<file path="config.mk">
export PLATFORM = sky130hd
export DESIGN_NAME = pmc_unit
export DESIGN_NICKNAME = d
export VERILOG_FILES = /design/src/rtl/pmc_pkg.sv /design/src/rtl/pmc_counter.sv /design/src/rtl/pmc_ctrl.sv /design/src/rtl/pmc_irq.sv /design/src/rtl/pmc_unit.sv
export SDC_FILE = /design/constraint.sdc
export NUM_CORES = 1
export LEC_CHECK = 0
export ABC_AREA = 1
export BUFFER_PORTS_ARGS = -buffer_cell sky130_fd_sc_hd__buf_2
export CAP_MARGIN = 20
export CORE_MARGIN = 4
export CORE_UTILIZATION = 62
export CTS_CLUSTER_SIZE = 10
export DETAILED_ROUTE_END_ITERATION = 8
export PLACE_DENSITY = 0.82
export RECOVER_POWER = 100
export SETUP_SLACK_MARGIN = 0.05
export SYNTH_ARGS = -nofsm -noshare
export SYNTH_HDL_FRONTEND = slang
export SYNTH_SLANG_ARGS = --single-unit
export TNS_END_PERCENT = 30
</file>
<file path="constraint.sdc">
create_clock -name clk -period 2.9 [get_ports clk]
set_input_delay 0.29 -clock clk [delete_from_list [all_inputs] [get_ports clk]]
set_output_delay 0.29 -clock clk [all_outputs]
set_load 0.005 [all_outputs]
</file>
<file path="src/rtl/pmc_pkg.sv">
package pmc_pkg;
  localparam int NUM_CNT = 4;
  localparam int SEL_W   = 6;
  localparam int ADDR_W  = 3;

  typedef enum logic [SEL_W-1:0] {
    EV_NONE   = 6'd0,
    EV_CYCLES = 6'd1,
    EV_UNIT   = 6'd11
  } pmc_event_e;

  localparam logic [ADDR_W-1:0] A_CNT0  = 3'd0;
  localparam logic [ADDR_W-1:0] A_CTRLA = 3'd4;
  localparam logic [ADDR_W-1:0] A_CTRLB = 3'd5;

  localparam int BIT_EN_FIRST  = 2 * SEL_W;
  localparam int BIT_EN_SHARED = 2 * SEL_W + 1;
endpackage

</file>
<file path="src/rtl/pmc_counter.sv">
module pmc_counter
  import pmc_pkg::*;
#(
  parameter int CNT_W = 32,
  parameter int INC_W = 8,
  parameter int IDX   = 0
) (
  input  logic             clk,
  input  logic             rst_n,
  input  logic             upd_valid,
  input  logic [SEL_W-1:0] sel,
  input  logic [INC_W-1:0] cyc_cnt,
  input  logic [INC_W-1:0] ls_cnt,
  input  logic [INC_W-1:0] fp_cnt,
  input  logic             wr_hit,
  input  logic [CNT_W-1:0] wr_data,
  output logic [CNT_W-1:0] cnt_q,
  output logic             inc_event
);
  // The amount this counter takes from one update, given its select code.
  function automatic logic [INC_W-1:0] pick_amount(
    input logic [SEL_W-1:0] code,
    input logic [INC_W-1:0] cyc,
    input logic [INC_W-1:0] ls,
    input logic [INC_W-1:0] fp
  );
    logic [INC_W-1:0] amt;
    amt = '0;
    if (code == EV_CYCLES) begin
      amt = cyc;
    end else if (code == EV_UNIT) begin
      if (IDX == 1) amt = ls;
      else if (IDX == 2) amt = fp;
    end
    return amt;
  endfunction

  // Modulo-2^CNT_W accumulate.
  function automatic logic [CNT_W-1:0] wrap_add(
    input logic [CNT_W-1:0] base,
    input logic [INC_W-1:0] amt
  );
    return base + {{(CNT_W-INC_W){1'b0}}, amt};
  endfunction

  logic [INC_W-1:0] amount;
  logic [CNT_W-1:0] cnt_d;

  assign amount    = pick_amount(sel, cyc_cnt, ls_cnt, fp_cnt);
  assign inc_event = upd_valid && (amount != '0);

  always_comb begin
    cnt_d = cnt_q;
    if (wr_hit)         cnt_d = wr_data;
    else if (upd_valid) cnt_d = wrap_add(cnt_q, amount);
  end

  always_ff @(posedge clk) begin
    if (!rst_n) cnt_q <= '0;
    else        cnt_q <= cnt_d;
  end
endmodule

</file>
<file path="src/rtl/pmc_ctrl.sv">
module pmc_ctrl
  import pmc_pkg::*;
#(
  parameter int DATA_W = 32
) (
  input  logic              clk,
  input  logic              rst_n,
  input  logic              wr_en,
  input  logic [ADDR_W-1:0] wr_addr,
  input  logic [DATA_W-1:0] wr_data,
  output logic [SEL_W-1:0]  sel_arr [NUM_CNT],
  output logic              en_first,
  output logic              en_shared,
  output logic [DATA_W-1:0] ctrla_rd,
  output logic [DATA_W-1:0] ctrlb_rd
);
  localparam int A_BITS = 2 * SEL_W + 2;
  localparam int B_BITS = 2 * SEL_W;

  logic [A_BITS-1:0] ctrla_q;
  logic [B_BITS-1:0] ctrlb_q;

  always_ff @(posedge clk) begin
    if (!rst_n) begin
      ctrla_q <= '0;
      ctrlb_q <= '0;
    end else if (wr_en) begin
      if (wr_addr == A_CTRLA) ctrla_q <= wr_data[A_BITS-1:0];
      if (wr_addr == A_CTRLB) ctrlb_q <= wr_data[B_BITS-1:0];
    end
  end

  assign sel_arr[0] = ctrla_q[SEL_W-1:0];
  assign sel_arr[1] = ctrla_q[2*SEL_W-1:SEL_W];
  assign sel_arr[2] = ctrlb_q[SEL_W-1:0];
  assign sel_arr[3] = ctrlb_q[2*SEL_W-1:SEL_W];
  assign en_first   = ctrla_q[BIT_EN_FIRST];
  assign en_shared  = ctrla_q[BIT_EN_SHARED];
  assign ctrla_rd   = {{(DATA_W-A_BITS){1'b0}}, ctrla_q};
  assign ctrlb_rd   = {{(DATA_W-B_BITS){1'b0}}, ctrlb_q};
endmodule

</file>
<file path="src/rtl/pmc_irq.sv">
module pmc_irq
  import pmc_pkg::*;
(
  input  logic               clk,
  input  logic               rst_n,
  input  logic [NUM_CNT-1:0] msb,
  input  logic               en_first,
  input  logic               en_shared,
  input  logic               irq_ack,
  output logic               irq_cond,
  output logic               irq_pend
);
  // Counter 0 answers to its own enable, the rest to the shared one.
  function automatic logic request(
    input logic [NUM_CNT-1:0] top,
    input logic               ef,
    input logic               es
  );
    return (ef && top[0]) || (es && (|top[NUM_CNT-1:1]));
  endfunction

  assign irq_cond = request(msb, en_first, en_shared);

  always_ff @(posedge clk) begin
    if (!rst_n) irq_pend <= 1'b0;
    else        irq_pend <= irq_cond || (irq_pend && !irq_ack);
  end
endmodule

</file>
<file path="src/rtl/pmc_unit.sv">
module pmc_unit
  import pmc_pkg::*;
#(
  parameter int CNT_W = 32,
  parameter int INC_W = 8
) (
  input  logic              clk,
  input  logic              rst_n,
  input  logic              upd_valid,
  input  logic [INC_W-1:0]  cyc_cnt,
  input  logic [INC_W-1:0]  ls_cnt,
  input  logic [INC_W-1:0]  fp_cnt,
  input  logic              wr_en,
  input  logic [ADDR_W-1:0] wr_addr,
  input  logic [CNT_W-1:0]  wr_data,
  input  logic [ADDR_W-1:0] rd_addr,
  output logic [CNT_W-1:0]  rd_data,
  input  logic              irq_ack,
  output logic              irq_pend
);
  logic [SEL_W-1:0]         sel_arr [NUM_CNT];
  logic [CNT_W-1:0]         cnt_q   [NUM_CNT];
  logic [NUM_CNT*CNT_W-1:0] cnt_flat;
  logic [NUM_CNT-1:0]       cnt_msb;
  logic [NUM_CNT-1:0]       cnt_wr_hit;
  logic [NUM_CNT-1:0]       cnt_inc_event;
  logic                     en_first;
  logic                     en_shared;
  logic                     irq_cond;
  logic [CNT_W-1:0]         ctrla_rd;
  logic [CNT_W-1:0]         ctrlb_rd;

  pmc_ctrl #(.DATA_W(CNT_W)) u_ctrl (
    .clk       (clk),
    .rst_n     (rst_n),
    .wr_en     (wr_en),
    .wr_addr   (wr_addr),
    .wr_data   (wr_data),
    .sel_arr   (sel_arr),
    .en_first  (en_first),
    .en_shared (en_shared),
    .ctrla_rd  (ctrla_rd),
    .ctrlb_rd  (ctrlb_rd)
  );

  for (genvar i = 0; i < NUM_CNT; i++) begin : g_cnt
    assign cnt_wr_hit[i] = wr_en && (wr_addr == A_CNT0 + ADDR_W'(i));

    pmc_counter #(.CNT_W(CNT_W), .INC_W(INC_W), .IDX(i)) u_counter (
      .clk       (clk),
      .rst_n     (rst_n),
      .upd_valid (upd_valid),
      .sel       (sel_arr[i]),
      .cyc_cnt   (cyc_cnt),
      .ls_cnt    (ls_cnt),
      .fp_cnt    (fp_cnt),
      .wr_hit    (cnt_wr_hit[i]),
      .wr_data   (wr_data),
      .cnt_q     (cnt_q[i]),
      .inc_event (cnt_inc_event[i])
    );

    assign cnt_flat[i*CNT_W +: CNT_W] = cnt_q[i];
    assign cnt_msb[i] = cnt_q[i][CNT_W-1];
  end

  pmc_irq u_irq (
    .clk       (clk),
    .rst_n     (rst_n),
    .msb       (cnt_msb),
    .en_first  (en_first),
    .en_shared (en_shared),
    .irq_ack   (irq_ack),
    .irq_cond  (irq_cond),
    .irq_pend  (irq_pend)
  );

  always_comb begin
    rd_data = '0;
    case (rd_addr)
      3'd0:    rd_data = cnt_q[0];
      3'd1:    rd_data = cnt_q[1];
      3'd2:    rd_data = cnt_q[2];
      3'd3:    rd_data = cnt_q[3];
      A_CTRLA: rd_data = ctrla_rd;
      A_CTRLB: rd_data = ctrlb_rd;
      default: rd_data = '0;
    endcase
  end
endmodule

</file>
==> flow_summary.toml <==
[global_routing]
grt_pass1_wl_mm = 69.8
grt_max_degree = 71
overflow = 0
antenna_found_initial = 0
grt_pass1_vias = 13300
grtUsageTotal_pct = 40.0

[cts]
clockBufferDepth = 2
clk_latency_ns = 0.44
cts_tree = "yes"
htreeDepth = 4
clkTransAtPathRegs_ns = 0.06
cts.sinks = 155
cts-root-buf = "clkbuf_16"
cts-buffers-inserted = 17

[yosys]
synthesis.instances = 2050
synth_area_sq_um = 12300
synthTopCellsByArea = "dfxtp_1 (25%), nand2_1 (16%), inv_1 (11%), nand3_1 (9.6%), a21oi_1 (5.8%)"
syn_area_per_cell_sq_um = 5.98
ys_seq_elements = 155
synth_top_cell_by_area = "dfxtp_1"
yosys_most_used_dff = "dfxtp_1"
synth_edf_count = 0
ys_types = 47
synth_top_area_share_pct = 25.3
syn-num-nets = 2153
synth_seq_area_share_pct = 25.3
yosys_warnings = 0
async_reset_ff_share_pct = 0

[floorplanning]
die_h_microns = 149
io_pins = 100
core_sq_um = 19500
die_area_sq_um = 22100
initial_utilization_pct = 63.0
rows = 51
die_w_microns = 149

[sta]
period_needed_ns = 2.70
max_freq_ghz = 0.371
setup_viol = 0
rsz0062_at_grt = "true"
drv_slew = 0
finalSetupTns_ns = 0
fin_ws_ns = 0.204
slew_headroom_pct = 31.4
period_share_pct = 93.0
fin_worst_skew_ns = 0.0120
hold_viol = 0
worst_slew_pin_slew_ns = 1.02

[setup_path]
ff2ff_setup_slack_ns = 0.22
worstRegToRegCells = 17
critPathKind = "input pin to output pin"
cp-end-kind = "output pin"
worstPathRequired_ns = 2.61
r2r_start = "u_ctrl.ctrlb_q[0]$_SDFFE_PN0P_"
crit_fanout = 20
startpoint = "rd_addr[2]"
startpoint_type = "input pin"
critPathArrivalTime_ns = 2.41

[worst_hold_path]
hold_path_depth = 3
holdCritStartpoint = "wr_data[2]"
holdCritPathClass = "input pin to register"

[final_layout]
syn2layout_area_growth_pct = 9.53
ff_latch_area_sq_um = 3100
diodes = 0
drive_gt1_share_pct = 8.38
layout_common_cells = "nand2_1 (524), inv_1 (374), nand3_1 (234), dfxtp_1 (155), a21oi_1 (142)"
nNetsFinal = 2227
n_fill_cell = 1853
multi_input_area_sq_um = 7360
final_common_cell = "nand2_1"

[pwr]
power_density_nw_per_um2 = 379
total_leakage_power_nw = 6.06
vdd_drop_max_v = 0.000442

[flow_run]
drv_cap = 0

[drt]
drt_iter0_drc = 1932
wl_per_cell_microns = 18.7
drc_errors = 1
ant_nets = 0
wl_mm = 45.0
via_per_inst = 6.05
first_pass_iters = 9
num_vias = 14500

[placement]
pre_cts_slack_ns = 0.226
place.port_buffers = 99
gp_congestion = 1.03
dpl.hpwl_mm = 34.3

[outcome]
status = "finished, violations left"
violations = "DRC"
==> repair_timing <==
item	CTS	global route
gates resized for setup	0	6
buffers inserted	0	0
endpoints found under the setup margin	0	33
hold buffers	0	0
==> critical path: stages <==
cell	delay, ns
clkbuf_1	0.55
nor3_1	0.16
clkbuf_1	0.25
inv_1	0.65
o221ai_1	0.32
clkbuf_1	0.18
==> cells by family (layout without fill, tap and decap cells) <==
| kind of cell | count (synthesis) | after routing | synth area share (%) |
|---|---|---|---|
| AO/OA/AOI/OAI | 400 | 400 | 19.2 |
| adder cells (fa/ha/maj) | 36 | 36 | 3.92 |
| AND/OR/NAND/NOR | 985 | 985 | 35.5 |
| XOR/XNOR | 18 | 18 | 1.29 |
| flip-flops | 155 | 155 | 25.3 |
| buffers and inverters | 456 | 543 | 14.7 |
==> metal layers <==
metal | global-route usage, % | routed length, microns | vias up
met5 | 0 | 0 | -
met4 | 15.5 | 1940 | 0
met3 | 8.23 | 5690 | 157
met2 | 63.5 | 19700 | 938
met1 | 53.7 | 17600 | 6549
li1 | - | - | 6896
==> Yosys cell counts (2+ instances only) <==
cell type    n
nand2_1    517
inv_1      374
nand3_1    235
dfxtp_1    155
a21oi_1    141
nor2_1     115
o22ai_1    101
o21ai_0     61
nor3_1      34
ha_1        32
a31oi_1     30
a22oi_1     29
clkbuf_1    27
buf_2       24
o221ai_1    21
nand4_1     19
nand2_2     18
inv_2       16
xor2_1      14
o211ai_1     9
buf_4        7
nor2_2       7
nor3_2       7
nor4_1       7
buf_6        5
fa_1         4
or2_2        4
xnor2_1      4
a221oi_1     3
clkinv_1     3
nand2_4      3
nand3_2      3
nand3b_1     3
o21ai_1      3
and2_1       2
nor3b_2      2
==> report_power, final <==
part	switching [W]	internal, W
clock network	0.00104	0.00114
registers	0.0000715	0.00219
logic	0.000466	0.000184
==> sequential cells by signal, summed over array words and instances, names as in the netlist <==
signal / cells
g_cnt.u_counter.cnt_q: 128
u_ctrl.ctrla_q: 14
u_ctrl.ctrlb_q: 12
u_irq.irq_pend: 1
==> stage by stage <==
step / hold slack [ns] / power, W / area [sq um] / std cells / util (%)
floorplan: 0.439 / 0.00268 / 12300 / 2050 / -
global placement: 0.461 / 0.00292 / 12900 / 2370 / 66.4
detailed placement: 0.465 / 0.00293 / 12900 / 2370 / 66.4
CTS: 0.146 / 0.00506 / 13500 / 2402 / 69.3
global route: 0.169 / 0.00522 / 13400 / 2402 / 69.0
finish: 0.153 / 0.00509 / 13400 / 2402 / 69.0
==> worst paths after layout <==
path,to
worst min register to register,u_ctrl.ctrlb_q[11]$_SDFFE_PN0P_
worst max-delay path,rd_data[24]
worst min-delay path,u_ctrl.ctrlb_q[2]$_SDFFE_PN0P_
worst max register to register,g_cnt[2].u_counter.cnt_q[26]$_SDFFE_PN0P_
==> cell type report <==
| cell class | count | share of cell area (%) |
|---|---|---|
| Clock buffer | 19 | 3.30 |
| Clock inverter | 13 | 0.829 |
| Inverter | 393 | 11.0 |
| Multi-Input combinational cell | 1439 | 54.8 |
| Sequential cell | 155 | 23.1 |
| Tap cell | 265 | 2.47 |
| Timing Repair Buffer | 118 | 4.50 |
No activity file was read; power rests on OpenSTA's default activity.
